==> src/rtl/spi_page_writer.sv <==
module spi_page_writer #(
  parameter int ADDR_W = 8,
  parameter int PAGE_W = 5,
  parameter int TWC    = 200
) (
  input  logic              clk,
  input  logic              rst_n,
  input  logic              cs_n,
  input  logic              sck,
  input  logic              sdi,
  output logic              sdo,
  output logic              sdo_oe,
  input  logic              wren_set,
  input  logic [1:0]        prot,
  output logic              wip,
  output logic              wel,
  input  logic [ADDR_W-1:0] rd_addr,
  output logic [7:0]        rd_data
);
  localparam int DEPTH = 1 << ADDR_W;
  localparam int PAGE  = 1 << PAGE_W;
  localparam int TW    = $clog2(TWC + 1);

  typedef enum logic [2:0] {IDLE, OPC, ADR, DAT, SKIP} st_t;

  logic [2:0]        cs_s, ck_s, di_s;
  st_t               st;
  logic [3:0]        cnt;
  logic [14:0]       sh;
  logic [ADDR_W-1:0] ptr;
  logic              got, busy;
  logic [TW-1:0]     tmr;
  logic [PAGE-1:0]   pval;
  logic [7:0]        pbuf [PAGE];
  logic [7:0]        mem  [DEPTH];

  wire cs_hi   = cs_s[1];
  wire cs_fall = !cs_s[1] && cs_s[2];
  wire cs_rise = cs_s[1] && !cs_s[2];
  wire sck_up  = ck_s[1] && !ck_s[2];
  wire [15:0] sh_n = {sh, di_s[1]};
  wire unused_hi = ^sh_n[15:ADDR_W];

  function automatic logic locked(input logic [1:0] bp, input logic [ADDR_W-1:0] a);
    case (bp)
      2'b00:   return 1'b0;
      2'b01:   return a[ADDR_W-1:ADDR_W-2] == 2'b11;
      2'b10:   return a[ADDR_W-1];
      default: return 1'b1;
    endcase
  endfunction

  assign sdo     = 1'b0;
  assign sdo_oe  = 1'b0;
  assign wip     = busy;
  assign rd_data = mem[rd_addr];

  always_ff @(posedge clk or negedge rst_n) begin
    if (!rst_n) begin
      cs_s <= 3'b111;
      ck_s <= '0;
      di_s <= '0;
      st   <= IDLE;
      cnt  <= '0;
      sh   <= '0;
      ptr  <= '0;
      got  <= 1'b0;
      busy <= 1'b0;
      tmr  <= '0;
      wel  <= 1'b0;
      pval <= '0;
      for (int i = 0; i < PAGE; i++) pbuf[i] <= '0;
      for (int i = 0; i < DEPTH; i++) mem[i] <= '0;
    end else begin
      cs_s <= {cs_s[1:0], cs_n};
      ck_s <= {ck_s[1:0], sck};
      di_s <= {di_s[1:0], sdi};

      if (wren_set && !busy) wel <= 1'b1;

      if (cs_fall) begin
        cnt <= '0;
        if (busy) st <= SKIP;
        else begin
          st   <= OPC;
          got  <= 1'b0;
          pval <= '0;
        end
      end else if (!cs_hi && sck_up) begin
        sh  <= sh_n[14:0];
        cnt <= cnt + 4'd1;
        case (st)
          OPC: if (cnt == 4'd7) begin
            cnt <= '0;
            st  <= (sh_n[7:0] == 8'h02 && wel) ? ADR : SKIP;
          end
          ADR: if (cnt == 4'd15) begin
            cnt <= '0;
            ptr <= sh_n[ADDR_W-1:0];
            st  <= locked(prot, sh_n[ADDR_W-1:0]) ? SKIP : DAT;
          end
          DAT: if (cnt == 4'd7) begin
            cnt <= '0;
            pbuf[ptr[PAGE_W-1:0]] <= sh_n[7:0];
            pval[ptr[PAGE_W-1:0]] <= 1'b1;
            got <= 1'b1;
            ptr[PAGE_W-1:0] <= ptr[PAGE_W-1:0] + 1'b1;
          end
          default: ;
        endcase
      end

      if (cs_rise) st <= IDLE;

      if (cs_rise && st == DAT && cnt == 4'd0 && got && !busy) begin
        busy <= 1'b1;
        tmr  <= TW'(TWC - 1);
      end else if (busy) begin
        if (tmr == '0) begin
          busy <= 1'b0;
          wel  <= 1'b0;
          for (int i = 0; i < PAGE; i++)
            if (pval[i]) mem[{ptr[ADDR_W-1:PAGE_W], PAGE_W'(i)}] <= pbuf[i];
        end else begin
          tmr <= tmr - 1'b1;
        end
      end
    end
  end
endmodule

==> config.mk <==
export PLATFORM = sky130hd
export DESIGN_NAME = spi_page_writer
export DESIGN_NICKNAME = d
export VERILOG_FILES = /design/src/rtl/spi_page_writer.sv
export SDC_FILE = /design/constraint.sdc
export NUM_CORES = 2
export LEC_CHECK = 0
export ABC_CLOCK_PERIOD_IN_PS = 4200
export BUFFER_PORTS_ARGS = -buffer_cell sky130_fd_sc_hd__buf_2
export CORE_MARGIN = 2
export CORE_UTILIZATION = 40
export DETAILED_ROUTE_END_ITERATION = 8
export PLACE_DENSITY_LB_ADDON = 0.2
export SKIP_CTS_REPAIR_TIMING = 1
export SLEW_MARGIN = 20
export SYNTH_ARGS = -nofsm -noshare
export SYNTH_HDL_FRONTEND = slang
export SYNTH_SLANG_ARGS = --single-unit
==> constraint.sdc <==
create_clock -name clk -period 4.2 [get_ports clk]
set_input_delay 0.42 -clock clk [delete_from_list [all_inputs] [get_ports clk]]
set_output_delay 0.42 -clock clk [all_outputs]
set_load 0.01 [all_outputs]
==> results.py <==
metrics = {
    "critical_path": {
        "worstPathArrival_ns": 3.88,
        "critPathSlowestCell": "o21ai_2",
        "timing.critical_path.to_type": "primary output",
        "critical_path.most_common_cell": "buf_4",
        "cp_launch_type": "primary input",
        "path_class": "primary input to primary output",
        "r2r_cells": 10,
        "timing.critical_path.required_ns": 3.78,
        "path_cells": "buf_8 -> buf_12 -> buf_4 -> mux2i_1 -> o221ai_1 -> a21oi_1 -> o21ai_2 -> buf_4 -> nor3_1 -> nor4_1 -> buf_4 -> buf_2",
        "critical_path.max_stage_delay_ns": 0.58,
        "crit_path_max_fanout": 38,
    },
    "yosys": {
        "synth_top_flop_cell": "dfrtp_1",
        "post_synth.cell_area_avg_um2": 15.6,
        "ys_seq_elements": 2377,
        "area_share_of_the_leading_cell_type_in_the_synthesized_netlist_pct": 56.5,
        "postSynthCellCount": 6763,
        "synth_async_reset_ratio_pct": 100,
        "synth.area.top_cells": "dfrtp_1, mux2_2, mux4_2, mux2i_1, nand2_1",
        "mappedNetlistArea_um2": 105000,
        "yosysWarnings": 0,
        "synth_top_cell_by_area": "dfrtp_1",
        "synth_edf_count": 0,
        "yosysSeqAreaShare_pct": 56.5,
        "synth.distinct_cells": 63,
    },
    "cts": {
        "cts.clk_slew.worst_paths_ns": 0.06,
        "tritoncts.num_buffers": 279,
        "ctsHtreeMaxLevel": 5,
        "clock-sinks": 2377,
        "clockRootBuffer": "clkbuf_16",
        "clkLatencyLatePin_ns": 0.94,
        "clk_path_buf_depth": 4,
        "tritoncts": "built",
    },
    "floorplan": {
        "die_y_um": 517,
        "fp.coreArea_um2": 262000,
        "floorplan.die_area_um2": 267000,
        "top_level_ports": 28,
        "width_of_the_chip_um": 517,
        "rows": 188,
        "floorplan.initialDensity_pct": 40.1,
    },
    "timing": {
        "timing.final.setup_violations": 2,
        "fin_setup_tns_ns": -0.115,
        "achievable-frequency_ghz": 0.233,
        "fin_worst_hold_slack_ns": 0.0877,
        "fin_ws_ns": -0.0975,
        "maxSlewViolCount": 0,
        "worstMarginPinSlew_ns": 1.03,
        "fin_crit_sh_pct": 102,
        "final.setup_skew_ns": 0.0659,
        "timing.max_slew.rel_slack_pct": 31.0,
        "rsz0062_at_grt": "no",
        "timing.final.crit_period_ns": 4.30,
        "report.final.hold_viol_count": 0,
    },
    "placement": {
        "count_of_buffers_from_port_buffering": 25,
        "finalWeightedCongestion": 1.02,
        "dp.final_hpwl_mm": 260,
    },
    "route": {
        "detail_route.wl_per_cell_um": 35.8,
        "routed_wirelength_mm": 382,
        "drt-pass1-iter-count": 7,
        "routed_via_density": 6.06,
        "ant_nets": 0,
        "routed-via-count": 64800,
        "detailedRoute.firstIterationViolations": 6487,
        "drc": 0,
    },
    "power_and_ir_drop": {
        "powerDensity_nw_per_um2": 412,
        "peakVddDrop_uv": 454,
        "leakage_nw": 57.9,
        "power.total_w": 0.0495,
    },
    "final_layout": {
        "layout_commonest_cell": "dfrtp_1",
        "fin_nets": 6995,
        "ff_latch_area_um2": 59500,
        "most_frequent_cells_in_the_layout": "dfrtp_1, mux2_2, mux4_2, clkbuf_16, buf_4",
        "fillCellCount": 23000,
        "multiInputGateArea_um2": 44100,
        "layout-drive-gt1-share_pct": 49.8,
        "area_growth_syn_to_layout_pct": 14.2,
    },
    "global_route": {
        "first_pass_grt_wire_length_mm": 536,
        "pin_count_of_the_biggest_net_entering_global_routing": 153,
        "grt_usage_pct": 28.7,
        "gr-total-overflow": 0,
        "number_of_antenna_violations_at_the_first_check_in_global_routing": 31,
        "grt_pass1_vias": 65800,
    },
    "min_path": {
        "min_path_cells": 5,
        "worstHoldPathType": "primary input to flip-flop",
    },
    "run_status": {
        "run_status": "complete, but fails checks",
        "failing_checks": "setup timing",
    },
    "job": {
        "cap_viol_max_count": 0,
    },
}
[synthesized netlist by cell type (all sizes together) (9+ instances only)]
cell type,number
nand2,239
o221ai,45
a22o,35
o21a,30
a21oi,84
mux2i,150
nor2b,26
nor3,33
nand2b,15
inv,13
ha,9
clkbuf,193
nand3,23
mux4,430
o22ai,31
o41ai,9
nor4,17
and2,99
buf,208
o21ai,32
a22oi,113
nand3b,11
a221oi,34
mux2,2326
a211oi,25
nor2,70
dfrtp,2374
a21o,16
[through the flow]
step | util, % | instance area (um^2) | std cells | setup slack [ns]
finish | 45.8 | 120000 | 10700 | -0.0975
global route | 45.8 | 120000 | 10700 | 0.0157
CTS | 45.8 | 120000 | 10700 | -0.452
detailed placement | 42.4 | 111000 | 10200 | -0.449
global placement | 42.4 | 111000 | 10200 | -0.450
floorplan | - | 105000 | 6764 | 1.25
[cells by family (layout without fill, tap and decap cells)]
family	after synthesis	in the layout	share of synthesized area, %
XOR/XNOR	9	9	0.0749
adder cells (fa/ha/maj)	9	9	0.107
other	1	10	0.00356
multiplexers	2906	2906	35.5
AND/OR/NAND/NOR	562	562	2.69
buffers and inverters	414	811	1.73
flip-flops	2377	2377	56.5
AO/OA/AOI/OAI	485	485	3.32
[flip-flops by register name (all words and copies together) (netlist names), 2 cells and up]
register	cells
ptr	8
mem	2048
sh	7
pval	32
tmr	8
pbuf	256
cnt	4
ck_s	3
st	3
cs_s	3
di_s	2
[layout make-up]
| cell class | instances | area share, % |
|---|---|---|
| Clock inverter | 50 | 0.447 |
| Inverter | 13 | 0.0437 |
| Multi-Input combinational cell | 3973 | 36.7 |
| Tap cell | 3515 | 3.66 |
| Antenna cell | 8 | 0.0167 |
| Timing Repair Buffer | 326 | 2.58 |
| Clock buffer | 422 | 7.00 |
| Sequential cell | 2377 | 49.5 |
[metal layers]
layer / routed length [um] / GRT usage [%] / part of all wire, %
met5: 27 / 0 / 0.0071
met4: 17100 / 11.4 / 4.5
met3: 28200 / 6.33 / 7.4
met2: 171000 / 43.2 / 45
met1: 166000 / 40.4 / 43
[worst max-delay path: cells and delay by family]
kind                   cells  cell delay, ns
buffers and inverters      6            1.45
and+or+nand+nor            2            0.56
AOI/OAI and AO/OA          3            1.27
muxes                      1            0.11
[worst paths after layout]
path                                        start               endpoint  slack [ns]
max in group asynchronous                   rst_n  mem[1418]$_DFFE_PN0P_        2.61
worst min-delay path                      prot[0]      st[2]$_DFFE_PN0P_        0.09
worst max register to register  cs_s[1]$_DFF_PN1_   pbuf[40]$_DFFE_PN0P_        0.61
min in group asynchronous                   rst_n   mem[234]$_DFFE_PN0P_        0.12
worst max-delay path                   rd_addr[1]             rd_data[5]        -0.1
worst min register to register  di_s[0]$_DFF_PN0_      di_s[1]$_DFF_PN0_        0.35
[power by group]
part | total (W) | switching (W) | internal (W)
sequential | 0.0232 | 0.000229 | 0.0229
clock | 0.0241 | 0.00969 | 0.0144
combinational | 0.00228 | 0.00172 | 0.000564
total | 0.0495 | 0.0116 | 0.0379
Power figures use the tool's default switching activity.
